==> config.mk <==
export PLATFORM = sky130hd
export DESIGN_NAME = serial_rx_core
export DESIGN_NICKNAME = d
export VERILOG_FILES = /design/src/rtl/serial_rx_pkg.sv /design/src/rtl/rx_sync.sv /design/src/rtl/rx_run_timer.sv /design/src/rtl/rx_frame_fsm.sv /design/src/rtl/serial_rx_core.sv
export SDC_FILE = /design/constraint.sdc
export NUM_CORES = 1
export LEC_CHECK = 0
export ABC_AREA = 1
export BUFFER_PORTS_ARGS = -buffer_cell sky130_fd_sc_hd__buf_2
export CAP_MARGIN = 30
export CORE_MARGIN = 8
export CORE_UTILIZATION = 30
export CTS_CLUSTER_SIZE = 10
export DETAILED_ROUTE_END_ITERATION = 6
export PLACE_DENSITY = 0.42
export SYNTH_ARGS = -nofsm -noshare
export SYNTH_HDL_FRONTEND = slang
export SYNTH_SLANG_ARGS = --single-unit
export TNS_END_PERCENT = 30
==> constraint.sdc <==
create_clock -name clk_i -period 3 [get_ports clk_i]
set_clock_uncertainty 0.1 [all_clocks]
set_input_delay 0 -clock clk_i [delete_from_list [all_inputs] [get_ports clk_i]]
set_output_delay 0 -clock clk_i [all_outputs]
set_load 0.005 [all_outputs]
==> src/rtl/serial_rx_pkg.sv <==
package serial_rx_pkg;
  localparam int DATA_W   = 8;
  localparam int MIN_BITS = 5;

  typedef enum logic [2:0] {
    ST_IDLE,
    ST_START,
    ST_DATA,
    ST_PAR,
    ST_STOP,
    ST_BRK_WAIT,
    ST_BRK_HOLD
  } rx_state_e;

  typedef struct packed {
    logic [1:0] width_sel;
    logic       par_en;
    logic       par_odd;
    logic       two_stop;
  } rx_cfg_t;
endpackage

==> src/rtl/rx_sync.sv <==
module rx_sync #(
  parameter int STAGES = 2
) (
  input  logic clk_i,
  input  logic rst_ni,
  input  logic d_i,
  output logic q_o
);
  logic [STAGES-1:0] pipe_q;

  // reset to the idle (high) line level
  always_ff @(posedge clk_i or negedge rst_ni) begin
    if (!rst_ni) pipe_q <= '1;
    else         pipe_q <= {pipe_q[STAGES-2:0], d_i};
  end

  assign q_o = pipe_q[STAGES-1];
endmodule

==> src/rtl/rx_run_timer.sv <==
module rx_run_timer #(
  parameter int CNT_W = 8
) (
  input  logic             clk_i,
  input  logic             rst_ni,
  input  logic             tick_i,
  input  logic             line_i,
  output logic [CNT_W-1:0] low_run_o,
  output logic [CNT_W-1:0] high_run_o
);
  localparam logic [CNT_W-1:0] CNT_MAX = '1;

  logic [CNT_W-1:0] low_q, high_q;

  // consecutive low / high tick counts, saturating
  always_ff @(posedge clk_i or negedge rst_ni) begin
    if (!rst_ni) begin
      low_q  <= '0;
      high_q <= '0;
    end else if (tick_i) begin
      if (!line_i) begin
        high_q <= '0;
        if (low_q != CNT_MAX) low_q <= low_q + 1'b1;
      end else begin
        low_q <= '0;
        if (high_q != CNT_MAX) high_q <= high_q + 1'b1;
      end
    end
  end

  assign low_run_o  = low_q;
  assign high_run_o = high_q;
endmodule

==> src/rtl/rx_frame_fsm.sv <==
module rx_frame_fsm
  import serial_rx_pkg::*;
#(
  parameter int OSR   = 16,
  parameter int CNT_W = 8
) (
  input  logic              clk_i,
  input  logic              rst_ni,
  input  logic              tick_i,
  input  logic              line_i,
  input  rx_cfg_t           cfg_i,
  input  logic [CNT_W-1:0]  low_run_i,
  input  logic [CNT_W-1:0]  high_run_i,
  output logic              valid_o,
  output logic [DATA_W-1:0] data_o,
  output logic              perr_o,
  output logic              ferr_o,
  output logic              brk_o
);
  localparam int TICK_W = $clog2(OSR);
  localparam int IDX_W  = $clog2(DATA_W);
  localparam logic [TICK_W-1:0] MID_TICK  = TICK_W'(OSR / 2 - 1);
  localparam logic [TICK_W-1:0] LAST_TICK = TICK_W'(OSR - 1);

  rx_state_e         state_q;
  logic [TICK_W-1:0] tick_cnt_q;
  logic [IDX_W-1:0]  bit_idx_q;
  logic [DATA_W-1:0] shreg_q;
  logic              par_q;
  logic              all_low_q;
  logic              stop_idx_q;

  logic              valid_q, perr_q, ferr_q, brk_q;
  logic [DATA_W-1:0] data_q;

  logic [IDX_W-1:0]  last_idx;
  logic [DATA_W-1:0] data_aligned;
  logic              par_bad;
  logic [3:0]        frame_bits;
  logic [CNT_W-1:0]  frame_ticks;

  always_comb begin
    last_idx     = IDX_W'(MIN_BITS - 1) + IDX_W'(cfg_i.width_sel);
    data_aligned = shreg_q >> (2'd3 - cfg_i.width_sel);
    // unreceived bits are zero, so the reduction covers the live bits only
    par_bad      = cfg_i.par_en && (par_q != ((^shreg_q) ^ cfg_i.par_odd));
    frame_bits   = 4'(MIN_BITS + 2) + 4'(cfg_i.width_sel)
                 + 4'(cfg_i.par_en) + 4'(cfg_i.two_stop);
    frame_ticks  = CNT_W'(frame_bits) * CNT_W'(OSR);
  end

  always_ff @(posedge clk_i or negedge rst_ni) begin
    if (!rst_ni) begin
      state_q    <= ST_IDLE;
      tick_cnt_q <= '0;
      bit_idx_q  <= '0;
      shreg_q    <= '0;
      par_q      <= 1'b0;
      all_low_q  <= 1'b0;
      stop_idx_q <= 1'b0;
      valid_q    <= 1'b0;
      data_q     <= '0;
      perr_q     <= 1'b0;
      ferr_q     <= 1'b0;
      brk_q      <= 1'b0;
    end else begin
      valid_q <= 1'b0;
      perr_q  <= 1'b0;
      ferr_q  <= 1'b0;
      brk_q   <= 1'b0;
      if (tick_i) begin
        unique case (state_q)
          ST_IDLE: begin
            if (!line_i) begin
              state_q    <= ST_START;
              tick_cnt_q <= '0;
            end
          end
          ST_START: begin
            if (tick_cnt_q == MID_TICK) begin
              tick_cnt_q <= '0;
              if (!line_i) begin
                state_q   <= ST_DATA;
                bit_idx_q <= '0;
                shreg_q   <= '0;
                all_low_q <= 1'b1;
              end else begin
                state_q <= ST_IDLE;
              end
            end else begin
              tick_cnt_q <= tick_cnt_q + 1'b1;
            end
          end
          ST_DATA: begin
            if (tick_cnt_q == LAST_TICK) begin
              tick_cnt_q <= '0;
              shreg_q    <= {line_i, shreg_q[DATA_W-1:1]};
              all_low_q  <= all_low_q & ~line_i;
              bit_idx_q  <= bit_idx_q + 1'b1;
              stop_idx_q <= 1'b0;
              if (bit_idx_q == last_idx)
                state_q <= cfg_i.par_en ? ST_PAR : ST_STOP;
            end else begin
              tick_cnt_q <= tick_cnt_q + 1'b1;
            end
          end
          ST_PAR: begin
            if (tick_cnt_q == LAST_TICK) begin
              tick_cnt_q <= '0;
              par_q      <= line_i;
              all_low_q  <= all_low_q & ~line_i;
              state_q    <= ST_STOP;
            end else begin
              tick_cnt_q <= tick_cnt_q + 1'b1;
            end
          end
          ST_STOP: begin
            if (tick_cnt_q == LAST_TICK) begin
              tick_cnt_q <= '0;
              if (line_i) begin
                if (cfg_i.two_stop && !stop_idx_q) begin
                  stop_idx_q <= 1'b1;
                end else begin
                  valid_q <= 1'b1;
                  data_q  <= data_aligned;
                  perr_q  <= par_bad;
                  state_q <= ST_IDLE;
                end
              end else if (all_low_q) begin
                state_q <= ST_BRK_WAIT;
              end else begin
                // framing error: the low stop level becomes the next start bit
                valid_q   <= 1'b1;
                data_q    <= data_aligned;
                perr_q    <= par_bad;
                ferr_q    <= 1'b1;
                state_q   <= ST_DATA;
                bit_idx_q <= '0;
                shreg_q   <= '0;
                all_low_q <= 1'b1;
              end
            end else begin
              tick_cnt_q <= tick_cnt_q + 1'b1;
            end
          end
          ST_BRK_WAIT: begin
            if (line_i) begin
              valid_q <= 1'b1;
              data_q  <= '0;
              perr_q  <= par_bad;
              ferr_q  <= 1'b1;
              state_q <= ST_IDLE;
            end else if (low_run_i > frame_ticks) begin
              valid_q <= 1'b1;
              data_q  <= '0;
              perr_q  <= 1'b1;
              ferr_q  <= 1'b1;
              brk_q   <= 1'b1;
              state_q <= ST_BRK_HOLD;
            end
          end
          ST_BRK_HOLD: begin
            if (high_run_i >= CNT_W'(OSR)) state_q <= ST_IDLE;
          end
          default: state_q <= ST_IDLE;
        endcase
      end
    end
  end

  assign valid_o = valid_q;
  assign data_o  = data_q;
  assign perr_o  = perr_q;
  assign ferr_o  = ferr_q;
  assign brk_o   = brk_q;
endmodule

==> src/rtl/serial_rx_core.sv <==
module serial_rx_core
  import serial_rx_pkg::*;
#(
  parameter int OSR         = 16,
  parameter int SYNC_STAGES = 2
) (
  input  logic              clk_i,
  input  logic              rst_ni,
  input  logic              tick16_i,
  input  logic              rx_i,
  input  logic [1:0]        width_sel_i,
  input  logic              par_en_i,
  input  logic              par_odd_i,
  input  logic              two_stop_i,
  output logic              char_valid_o,
  output logic [DATA_W-1:0] char_data_o,
  output logic              perr_o,
  output logic              ferr_o,
  output logic              brk_o
);
  // longest frame: start + data + parity + two stop, plus margin for "longer than"
  localparam int CNT_W = $clog2(OSR * (DATA_W + 4) + 2);

  logic             line_s;
  logic [CNT_W-1:0] low_run, high_run;
  rx_cfg_t          cfg;

  assign cfg = '{width_sel: width_sel_i, par_en: par_en_i,
                 par_odd: par_odd_i, two_stop: two_stop_i};

  rx_sync #(.STAGES(SYNC_STAGES)) u_sync (
    .clk_i  (clk_i),
    .rst_ni (rst_ni),
    .d_i    (rx_i),
    .q_o    (line_s)
  );

  rx_run_timer #(.CNT_W(CNT_W)) u_timer (
    .clk_i      (clk_i),
    .rst_ni     (rst_ni),
    .tick_i     (tick16_i),
    .line_i     (line_s),
    .low_run_o  (low_run),
    .high_run_o (high_run)
  );

  rx_frame_fsm #(.OSR(OSR), .CNT_W(CNT_W)) u_fsm (
    .clk_i      (clk_i),
    .rst_ni     (rst_ni),
    .tick_i     (tick16_i),
    .line_i     (line_s),
    .cfg_i      (cfg),
    .low_run_i  (low_run),
    .high_run_i (high_run),
    .valid_o    (char_valid_o),
    .data_o     (char_data_o),
    .perr_o     (perr_o),
    .ferr_o     (ferr_o),
    .brk_o      (brk_o)
  );
endmodule

## Word-level counts from Yosys, hierarchy flattened

Index checks and enable logic that the tools add are counted.

| word-level totals | value |
|---|---|
| bits in registers | 51 |
| output and inout bits | 12 |
| logic and storage cells | 157 |

| operators by class | value |
|---|---|
| $add $sub $neg | 9 |
| order comparisons | 2 |
| equality and inequality tests | 29 |
| shift operators | 1 |
| multiplexer cells | 76 |
| bitwise gates (word level) | 3 |
| reduce and logical (&&, ||, !) cells | 22 |

Operator list:

| kind | count |
|---|---|
| two-way mux 8 bit | 16 |
| two-way mux 3 bit | 19 |
| two-way mux 1 bit | 27 |
| one-hot mux 8 bit (3 select lines) | 1 |
| one-hot mux 3 bit (7 select lines) | 1 |
| inequality test 2 x 1 -> 1 bit, second input constant | 9 |
| adder 8 x 1 -> 8 bit, second input constant | 2 |
| inequality test 8 bit, second input constant | 2 |
| one-hot mux 8 bit (2 select lines) | 1 |
| two-way mux 4 bit | 3 |
| one-hot mux 4 bit (3 select lines) | 1 |
| AND reduction 6 bit | 2 |
| inequality test 2 bit, second input constant | 5 |
| AND reduction 10 bit | 1 |
| == test 3 bit, second input constant | 3 |
| one-hot mux 3 bit (3 select lines) | 1 |
| nonzero test 3 bit | 3 |
| adder 4 x 1 -> 4 bit | 2 |
| >= comparator 8 x 5 -> 1 bit, second input constant | 1 |
| > comparator 8 bit | 1 |
| one-hot mux 1 bit (2 select lines) | 4 |
| AND reduction 8 bit | 1 |
| XOR reduction 8 bit | 1 |
| >> shifter 8 x 2 -> 8 bit | 1 |
| 27 further kinds | 34 |

## Longest topological paths before layout

Gate-level depths: netlist of run 1.

| logic depth | value |
|---|---|
| word-level depth | 9 |
| gate-level depth with buffers | 18 |

## Modules after synthesis

Synthesis of run 1 repeated with hierarchy kept, for this count alone.

| second synthesis, totals | value |
|---|---|
| cells, all modules | 444 |
| area total of the unflattened synthesis | 3248.1 µm² |

By module, submodules not included:

| module | times used | cells an instance | area an instance (µm²) | sequential area each (µm²) |
|---|---|---|---|---|
| rx_frame_fsm | 1 | 312 | 2260.9 | 825.8 |
| rx_run_timer | 1 | 130 | 934.6 | 400.4 |
| rx_sync | 1 | 2 | 52.6 | 52.6 |

## Least setup slack after synthesis of run 1

Ideal clock, no wire load.

| timing | value |
|---|---|
| path kind | input to register |
| start | input port width_sel_i[0] |
| end | register u_fsm.data_q[2] (netlist: u_fsm.data_o[2]) |
| library setup time | 124 ps |
| arrival time | 2435 ps |
| data required time | 2776 ps |
| setup slack | 341 ps |
| stages on the path | 18 |
| buffers on the path | 2 |
| cells stage by stage | clkbuf_1 > inv_1 > ha_1 > inv_1 > ha_1 > inv_1 > fa_1 > xnor2_1 > ha_1 > nand2_1 > inv_1 > o21ai_0 > nand2_1 > o21ai_0 > nand2_1 > nand3_2 > buf_2 > o21ai_1 |

| on the way | value |
|---|---|
| cells in the longest elaborated chain, start to end | 6 |
| elaborated cells between the ends (all ways) | 13 |

RTL lines:

| what | RTL line | text |
|---|---|---|
| start: declaration | serial_rx_core.sv:11 | `input logic [1:0] width_sel_i,` |
| adder 3 x 2 -> 4 bit or subtractor 2 bit (tied branches) | rx_frame_fsm.sv:47, rx_frame_fsm.sv:44 |  |
| adder 4 x 1 -> 4 bit or >> shifter 8 x 2 -> 8 bit (tied branches) | rx_frame_fsm.sv:48, rx_frame_fsm.sv:44 |  |
| adder 4 x 1 -> 4 bit, or another cell as far along | rx_frame_fsm.sv:48 | `+ 4'(cfg_i.par_en) + 4'(cfg_i.two_stop);` |
| > comparator 8 bit or two-way mux 8 bit (tied branches) | rx_frame_fsm.sv:153, rx_frame_fsm.sv:120 |  |
| inequality test 3 x 2 -> 1 bit (no line) or two-way mux 8 bit (tied branches) | n/a |  |
| AND reduction 6 bit (no line) or one-hot mux 8 bit (2 select lines) (tied branches) | n/a |  |
| end signal: assignment | rx_frame_fsm.sv:125 | `data_q <= data_aligned;` |
| end signal: assignment | rx_frame_fsm.sv:134 | `data_q <= data_aligned;` |
| end: declaration | rx_frame_fsm.sv:34 | `logic [DATA_W-1:0] data_q;` |

Several ways; a longest one is shown, not always the timed one. The select of a mux whose other input is x is not followed.
A chain may end at the register's enable or synchronous reset.

## Worst setup path in the final report of run 1

| timing | value |
|---|---|
| start | input port par_en_i |
| end | register u_fsm.data_q[2] (netlist: u_fsm.data_o[2]) |

| on the way | value |
|---|---|
| cells in the longest elaborated chain, start to end | 5 |

RTL lines:

| what | RTL line | text |
|---|---|---|
| start: declaration | serial_rx_core.sv:12 | `input logic par_en_i,` |
| adder 4 x 1 -> 4 bit (2 in a row) | rx_frame_fsm.sv:48 |  |
| > comparator 8 bit | rx_frame_fsm.sv:153 | `end else if (low_run_i > frame_ticks) begin` |
| inequality test 3 x 2 -> 1 bit (no line) | n/a |  |
| AND reduction 6 bit (no line) | n/a |  |

No other way between the ends.

==> results of run 1 <==
-- flip-flops by register name, summed over array words and instances (netlist names) --
signal,count
u_fsm.state_q,3
u_timer.high_run_o,8
u_fsm.tick_cnt_q,4
u_timer.low_run_o,8
u_fsm.par_q,1
u_fsm.stop_idx_q,1
u_fsm.shreg_q,8
u_fsm.data_o,8
u_fsm.bit_idx_q,3
u_fsm.brk_o,1
u_sync.pipe_q,2
u_fsm.perr_o,1
u_fsm.ferr_o,1
u_fsm.valid_o,1
u_fsm.all_low_q,1
-- placed cells by master (no fill, tap or decap), types with 3 or more instances in the layout --
cell and instances:
sky130_fd_sc_hd__nor2_1 37, sky130_fd_sc_hd__nand3_1 26, sky130_fd_sc_hd__dlygate4sd3_1 5, sky130_fd_sc_hd__o21ai_0 29
sky130_fd_sc_hd__nand2_1 128, sky130_fd_sc_hd__nand4_1 8, sky130_fd_sc_hd__nand3_2 3, sky130_fd_sc_hd__inv_2 6
sky130_fd_sc_hd__buf_4 5, sky130_fd_sc_hd__o211ai_1 3, sky130_fd_sc_hd__o21ai_1 9, sky130_fd_sc_hd__o31ai_1 4
sky130_fd_sc_hd__clkbuf_8 5, sky130_fd_sc_hd__nand2_2 3, sky130_fd_sc_hd__ha_1 13, sky130_fd_sc_hd__inv_1 50
sky130_fd_sc_hd__buf_2 20, sky130_fd_sc_hd__a21oi_1 15, sky130_fd_sc_hd__or2_2 3, sky130_fd_sc_hd__xnor2_1 4
sky130_fd_sc_hd__xor2_1 4, sky130_fd_sc_hd__dfrtp_1 49
-- per-stage QoR --
step	setup WS [ns]	instance area, µm²	hold WS (ns)
finish	0.319	3550	0.0860
global route	0.0128	3550	0.116
CTS	0.310	3550	0.0721
detailed placement	0.180	3390	-0.0681
global placement	0.324	3370	0.00657
floorplan	0.341	3120	-0.396
-- metal layers --
metal,routed length (µm),track usage (%),vias up
met2,3270,17.0,22
li1,-,-,1427
met3,121,1.77,9
met1,3950,15.2,1246
met4,118,3.76,0
met5,0,0,-
-- how the worst max path moves through the flow --
| stage | from | endpoint | slack [ns] | cells after the start |
|---|---|---|---|---|
| final | par_en_i | u_fsm.data_o[2] | 0.32 | 15 |
| after CTS | par_en_i | u_fsm.data_o[2] | 0.31 | 15 |
| after floorplan | width_sel_i[0] | u_fsm.data_o[2] | 0.34 | 18 |
| after detailed placement | two_stop_i | u_fsm.data_o[2] | 0.18 | 18 |
| after global placement | width_sel_i[0] | u_fsm.data_o[2] | 0.32 | 18 |
| after global routing | par_en_i | u_fsm.data_o[4] | 0.01 | 16 |
-- worst max-delay path: cells and delay by family --
kind                       cells  cell delay (ns)
AOI/OAI and AO/OA              3             0.31
adders and majority gates      3             0.93
buffers and inverters          4             0.82
and+or+nand+nor                5             0.70
-- cells by family after synthesis --
logic type	count (synthesis)
and+or+nand+nor	218
DFF	51
AOI/OAI and AO/OA	69
adders and majority gates	14
buffers and inverters	67
xor gates and xnor gates	8
-- where the power goes --
part	switching (mW)	internal, mW
registers	0.117	0.814
logic	0.426	0.250
clock network	0.237	0.249
total	0.780	1.31
-- layout make-up --
type / count / share of cell area, %
Tap cell: 136 / 4.79
Timing Repair Buffer: 31 / 5.84
Clock buffer: 6 / 2.04
Multi-Input combinational cell: 309 / 44.4
Clock inverter: 2 / 1.06
Sequential cell: 51 / 36.0
Inverter: 56 / 5.91
==> results by stage, run 1 <==
Run status:
- The run finished with clean final reports.

Die:
- The floorplan has 37 rows.
- The floorplan die height is 118 µm.
- The number of top-level pins is 21.
- The initial core utilization is 30.5%.
- The die covers 13900 µm².
- The core outline area is 10200 µm².
- The width of the die is 118 µm.

Route:
- The violation count after the first detailed-routing iteration is 136.
- The final layout contains routed wiring with a total length of 7460 µm.
- The wire length per cell after detailed routing is 12.6 µm.
- In the routed design, unresolved DRC markers number 0.
- The first TritonRoute pass finished after 4 iterations.
- The vias after detailed routing is 2704.
- In the routed layout, each cell is associated on average with a via count of 4.58.
- In this run the remaining antenna-violating nets after routing total 0.

Logic synthesis:
- The dominant synthesized flop cell is sky130_fd_sc_hd__dfrtp_1.
- The synthesized design contains 0 enable-type register cells.
- In the synthesized netlist, mux cells make up 0% of the area.
- In the post-synthesis netlist, the biggest area contributors are sky130_fd_sc_hd__dfrtp_1 39%, sky130_fd_sc_hd__nand2_1 15%, sky130_fd_sc_hd__inv_1 6.0%, sky130_fd_sc_hd__ha_1 5.2%, sky130_fd_sc_hd__o21ai_0 4.7%.
- The part of the Yosys area used for sequential elements is 41.0%.
- The synthesis warning total is 0.
- The share of the synthesized area in compound gates (AO/OA/AOI/OAI) is 12.3%.
- Each instance of the synthesized netlist takes up on average 7.30 µm².
- The synthesis-stage register bit count is 51.
- Counting instances in the post-synthesis netlist gives the leading cell types as 128 x sky130_fd_sc_hd__nand2_1, 50 x sky130_fd_sc_hd__inv_1, 49 x sky130_fd_sc_hd__dfrtp_1.
- The most frequently used cell type in the post-synthesis netlist is sky130_fd_sc_hd__nand2_1.
- The library cell occupying the most area in the post-synthesis netlist is sky130_fd_sc_hd__dfrtp_1.
- The share of Yosys cell area claimed by the top area cell type is 39.3%.
- Synthesis produced a netlist whose cell count is 427.
- After Yosys synthesis, and, or, nand and nor cells account for 30.2% of the synthesized area.
- Counting flops with an async set or reset pin after synthesis yields a share of 100%.
- Of the total synthesized cell area, the portion taken by XOR and XNOR cells is 2.25%.
- After synthesis, the largest family of logic cells by area is simple AND/OR/NAND/NOR gates.
- The synthesized netlist devotes 5.86% of its cell area to adder and majority cells.
- The distinct cell type count of the synthesized netlist is 35.
- The cell area after synthesis is 3120 µm².
- The number of nets handed over by synthesis was 450.

Place:
- Port buffering added 20 buffers.
- Routability-driven placement finished with a final weighted congestion of 0.796.
- The half-perimeter wire length after placement is 5680 µm.
- Including well taps, the total number of placed cells is 578.

Worst setup path:
- The worst setup path is captured at a flip-flop.
- The worst setup path is launched from a primary input.
- Counting cells, the worst reg-to-reg path comes to 11.
- The worst setup path is of the in -> reg kind.
- The critical path goes through dlygate4sd3_1, buf_2, ha_1, inv_1, fa_1, ha_1, inv_1, nor2_1, o21ai_0, nand2_1, o21ai_0, nand2_1, nand3_2, nand2_1, o21ai_1.
- The worst register-to-register path has a setup slack of 0.72 ns.
- The worst register-to-register path ends at u_fsm.bit_idx_q[2].
- The cell that appears most often on the critical path is sky130_fd_sc_hd__nand2_1.
- The arrival time at the worst endpoint is 2.77 ns.
- The cell type of the slowest stage on the worst timing path is sky130_fd_sc_hd__dlygate4sd3_1.
- For this run, the slowest stage of the critical path takes 0.53 ns.
- The maximum fanout count along the critical path is 18.
- The required arrival time at the worst endpoint is 3.09 ns.
- The worst register-to-register path begins at u_fsm.tick_cnt_q[0].

Timing:
- The slew of the pin with the lowest slew margin is 0.551 ns.
- The total count of max-transition violations in the final report was 0.
- The final setup violation count is 0.
- The final-layout setup total negative slack is 0 ns.
- Setup repair after global routing left no endpoint under its margin.
- The number of hold violations in the final report is 0.
- The worst pin sits at a relative slew slack of 63.3%.
- The highest attainable clock frequency is 0.373 GHz.
- The smallest clock period supported by the final layout is computed as 2.68 ns.
- In the finished design, the share of the clock period the worst path needs comes to 89.4%.

Worst hold path:
- The path class of the tightest hold or removal check is in -> reg.
- Along the worst hold path, the cell count comes to 4.
- The worst hold path startpoint is width_sel_i[0].
- The terminating pin of the worst hold path is u_fsm.data_o[7].

Finish:
- From synthesis to final layout, the design area changed by 14.0%.
- The area taken by multi-input logic gates is 1580 µm².
- In the final layout, flip-flops and latches occupy 1280 µm².
- The count of fill cells added during filler insertion is 1105.
- Cells fill 34.7% of the core in the end.
- The number of antenna diodes in the final layout is 0.
- Of the cells placed in the final design, the portion with a size suffix greater than 1 is 11.9%.
- The number of non-filler instances in the completed layout is 591.
- The net count of the finished layout is 477.

Clock tree:
- The number of buffers on the longest clock path is 2.
- Clock tree synthesis inserted a total of 5 buffers.
- The clock transition time at the flip-flop clock pins of the worst setup and hold paths is 0.10 ns.
- Clock tree synthesis selected as its root buffer the cell sky130_fd_sc_hd__clkbuf_8.
- The tree built by TritonCTS fans out to 51 sinks.
- The TritonCTS clock tree is built.
- Gates resized during post-CTS repair numbered 0.
- The number of buffers added for setup after CTS is 0.
- The number of H-tree branching levels is 2.
- Hold repair after CTS inserted 5 buffers.
- For the worst-skew pair, the clock arrives at the later sink with an insertion delay of 0.30 ns.

Pwr:
- The analysis attributes to cell leakage a power of 1.79 nW.
- IR analysis of the VDD net gives a maximum drop of 0.269 mV.
- Summing internal, switching and leakage power gives 2.09 mW.
- The power density of the placed cells is 589 nW/µm².

Global route:
- The via count of the first global-routing pass is 2625.
- Entering global routing, the biggest net connects 23 pins.
- The number of antenna violations at the first check in global routing was 0.
- After global routing the overflow that remains totals 0.
- The total global routing track utilization is 11.0%.
- The wire length of the first global-routing pass is 12700 µm.

Flow run:
- The count of maximum capacitance violations is 0.
Power figures use the tool's default switching activity.
==> inputs of run 2 (changes only) <==
--- a/config.mk
+++ b/config.mk
@@ -13,6 +13,7 @@
 export CTS_CLUSTER_SIZE = 10
 export DETAILED_ROUTE_END_ITERATION = 6
 export PLACE_DENSITY = 0.42
+export SETUP_SLACK_MARGIN = 0.5
 export SYNTH_ARGS = -nofsm -noshare
 export SYNTH_HDL_FRONTEND = slang
 export SYNTH_SLANG_ARGS = --single-unit
==> run 2 against run 1 <==
  * Worst hold slack got worse by 0.040 ns
  * Total power decreased by 2.0%
  * Sequential share of layout area about the same
  * Non-clock buffer count decreased by 2
  * Register-to-register slack improved by 0.09 ns
  * Critical endpoint is now u_fsm.data_o[3]
  * Final cell count decreased by 0.17%
  * Routed wire length increased by 3.2%
  * Global-route usage increased by 0.48 points
  * Maximum frequency increased by 17%
  * Critical path type unchanged
  * Core utilization about the same
==> results by stage, run 2 (synthesis results as in run 1) <==
Run status:
- Result of the run: complete, no violations (unchanged).

Pwr:
- The combinational fraction of design power is 33.5% (was 32.3%).
- The power density of the placed cells is 577 nW/µm² (was 589 nW/µm²).
- The leakage power total was 1.77 nW (was 1.79 nW).
- The maximum resistive drop on vdd is 0.178 mV (was 0.269 mV).
- The cell-internal power is 1.25 mW (was 1.31 mW).
- The net switching power figure is 799 µW (was 780 µW).
- The part of the power in registers is 45.2% (was 44.5%).
- The switching share of total power is 38.9% (was 37.3%).
- The clock network fraction of total power is 21.3% (was 23.2%).

Global route:
- The wire length of the first global-routing pass is 13200 µm (was 12700 µm).
- The number of antenna violations at the first check in global routing is 0 (unchanged).
- The via count of the first global-routing pass is 2766 (was 2625).
- The total global routing overflow was 0 (unchanged).
- The total global routing track utilization is 11.5% (was 11.0%).
- The pin count of the biggest net entering global routing is 20 (was 23).

Finish:
- Most used cells in the layout excluding fill and tap cells: 127 x sky130_fd_sc_hd__nand2_1, 50 x sky130_fd_sc_hd__inv_1, 49 x sky130_fd_sc_hd__dfrtp_1 (was 128 x sky130_fd_sc_hd__nand2_1, 50 x sky130_fd_sc_hd__inv_1, 49 x sky130_fd_sc_hd__dfrtp_1).
- The relative area change from synthesis to final layout is 14.0% (about the same).
- The share of layout cells above drive strength 1 is 12.6% (was 11.9%).
- The antenna cell count is 0 (unchanged).
- The number of non-filler instances in the completed layout came to 590 (was 591).
- The count of fill cells added during filler insertion is 1098 (was 1105).
- The post-layout instance area is 3560 µm² (was 3550 µm²).
- The net count of the finished layout came to 476 (was 477).
- The leading cell type in the layout, fill and taps excluded is sky130_fd_sc_hd__nand2_1 (unchanged).

Die:
- The area of the die is 13900 µm² (unchanged).
- The core outline area is 10200 µm² (unchanged).
- The number of top-level pins is 21 (unchanged).
- The width of the die came to 118 µm (unchanged).
- The floorplan die height is 118 µm (unchanged).
- The initial core utilization is 30.5% (unchanged).
- The total number of placement rows is 37 (unchanged).

Timing:
- Unrepaired setup endpoints after global routing: false (unchanged).
- The highest attainable clock frequency was 0.438 GHz (was 0.373 GHz).
- The number of hold violations in the final report is 0 (unchanged).
- The final-layout setup total negative slack was 0 ns (unchanged).
- The total count of max-transition violations in the final report is 0 (unchanged).
- The slew of the pin with the lowest slew margin is 0.450 ns (was 0.551 ns).
- The period utilization is 76.2% (was 89.4%).
- The worst relative slew slack is 69.9% (was 63.3%).
- The post-layout minimum cycle time came to 2.29 ns (was 2.68 ns).
- The final setup violation count is 0 (unchanged).

Route:
- The remaining design rule violation count is 0 (unchanged).
- The total iterations of the first detailed-routing run is 4 (unchanged).
- The remaining antenna violation count is 0 (unchanged).
- The violation count after the first detailed-routing iteration is 103 (was 136).
- The wire length after detailed routing is 7690 µm (was 7460 µm).
- The average vias per placed instance is 4.54 (was 4.58).
- The wire length per cell after detailed routing is 13.0 µm (was 12.6 µm).
- The vias after detailed routing was 2681 (was 2704).

Place:
- The final RePlAce weighted congestion is 0.774 (was 0.796).
- The half-perimeter wire length after placement is 5760 µm (was 5680 µm).
- The number of buffers added on ports is 20 (unchanged).
- The cell total after placement was 576 (was 578).
- The post-detailed-placement cell area is 3370 µm² (was 3390 µm²).

Worst setup path:
- The reg2reg setup slack was 0.81 ns (was 0.72 ns).
- The launch point of the worst reg-to-reg path is u_fsm.tick_cnt_q[0] (unchanged).
- The type of destination of the critical path was a flip-flop (unchanged).
- The most prevalent standard cell on the critical path is sky130_fd_sc_hd__nand2_1 (unchanged).
- The biggest cell delay along the critical path came to 0.53 ns (about the same).
- The cell type of the slowest stage on the worst timing path is sky130_fd_sc_hd__dlygate4sd3_1 (unchanged).
- The class of the most critical setup path was in -> reg (unchanged).
- The maximum fanout count along the critical path came to 9 (was 18).
- The critical path launch point type is a primary input (unchanged).
- The arrival time at the worst endpoint came to 2.42 ns (was 2.77 ns).
- The required arrival time at the worst endpoint is 3.13 ns (was 3.09 ns).
- Cell-by-cell trace of the critical path: dlygate4sd3_1, buf_2, fa_1, xnor2_1, ha_1, nand2_1, inv_1, o21ai_0, nand2_1, o21ai_2, nand2_2, nand3_4, nand2_1, o21ai_1 (was dlygate4sd3_1, buf_2, ha_1, inv_1, fa_1, ha_1, inv_1, nor2_1, o21ai_0, nand2_1, o21ai_0, nand2_1, nand3_2, nand2_1, o21ai_1).
- The reg-to-reg endpoint is u_fsm.bit_idx_q[2] (unchanged).
- The depth of the worst register-to-register path is 11 (unchanged).
- The worst setup path startpoint was width_sel_i[1] (was par_en_i).

Worst hold path:
- The terminating pin of the worst hold path is u_fsm.state_q[2] (was u_fsm.data_o[7]).
- The worst hold path startpoint is par_en_i (was width_sel_i[0]).
- The class of the most critical hold timing path was in -> reg (unchanged).
- The depth of the worst hold-timing path is 4 (unchanged).

Clock tree:
- The TritonCTS clock tree is built (unchanged).
- The root buffer cell was sky130_fd_sc_hd__clkbuf_8 (unchanged).
- The number of buffers added for setup after CTS is 0 (unchanged).
- The TritonCTS buffer count was 5 (unchanged).
- The number of buffers on the longest clock path is 2 (unchanged).
- The sink count of the clock tree is 51 (unchanged).
- The clock insertion delay at the later pin of the skew report is 0.31 ns (was 0.30 ns).
- The number of H-tree branching levels is 2 (unchanged).
- The clock transition time at the flip-flop clock pins of the worst setup and hold paths came to 0.10 ns (about the same).

Flow run:
- The count of maximum capacitance violations came to 0 (unchanged).
[run 2: cell types whose count changed in the layout (fill, tap and decap cells not counted), sizes merged]
cell and delta:
buf -2, bufinv -1, clkinv +1, nand3 +1
[run 2: layer usage]
layer,track usage [%],part of all wire (%)
met5,0,0
met4,3.36,0.72
met1,14.8,50
met3,1.82,1.4
met2,19.3,48
[run 2: stage by stage]
step | worst slack [ns] | hold WS, ns | power, mW | util, %
floorplan | 0.506 | -0.396 | 1.41 | -
global placement | 0.258 | -0.111 | 1.61 | 32.9
detailed placement | 0.222 | -0.115 | 1.62 | 32.9
CTS | 0.524 | 0.0212 | 2.08 | 34.4
global route | 0.508 | 0.0513 | 2.24 | 34.8
finish | 0.715 | 0.0459 | 2.05 | 34.8
[run 2: worst max-delay path by stage]
stage / end / slack (ns) / cells past startpoint
global route: u_fsm.data_o[3] / 0.51 / 18
floorplan: u_fsm.data_o[2] / 0.51 / 18
detailed placement: u_fsm.perr_o / 0.22 / 17
CTS: u_fsm.perr_o / 0.52 / 13
finish: u_fsm.data_o[3] / 0.71 / 14
global placement: u_fsm.perr_o / 0.26 / 17
[run 2: power groups by stage]
stage | Combinational, mW | Clock [mW] | Sequential (mW)
final | 0.687 | 0.436 | 0.928
after CTS | 0.686 | 0.466 | 0.929
after floorplan | 0.488 | 0 | 0.920
after detailed placement | 0.678 | 0 | 0.942
after global placement | 0.670 | 0 | 0.942
after global routing | 0.804 | 0.483 | 0.948
[run 2: layout make-up]
cell class / instances / area (µm²) / area share (%)
clock buffers: 6 / 82.6 / 2.32
clock inverters: 2 / 16.3 / 0.457
inverters: 56 / 210 / 5.91
multi-input cells: 310 / 1620 / 45.5
flip-flops and latches: 51 / 1280 / 36.0
well taps: 136 / 170 / 4.79
repair buffers: 29 / 180 / 5.07
[run 2: timing repair]
item / in CTS / in global routing
hold buffers: 5 / 0
endpoints found under the hold margin: 54 / 0
gates resized for setup: 0 / 6
setup endpoints to repair: 0 / 24
[run 2: worst max-delay path, delay by kind of cell]
family / cells / cell delay (ns)
fa+ha+maj: 2 / 0.70
xor+xnor: 1 / 0.19
simple gates: 5 / 0.51
compound gates: 3 / 0.25
buf+inv: 3 / 0.76
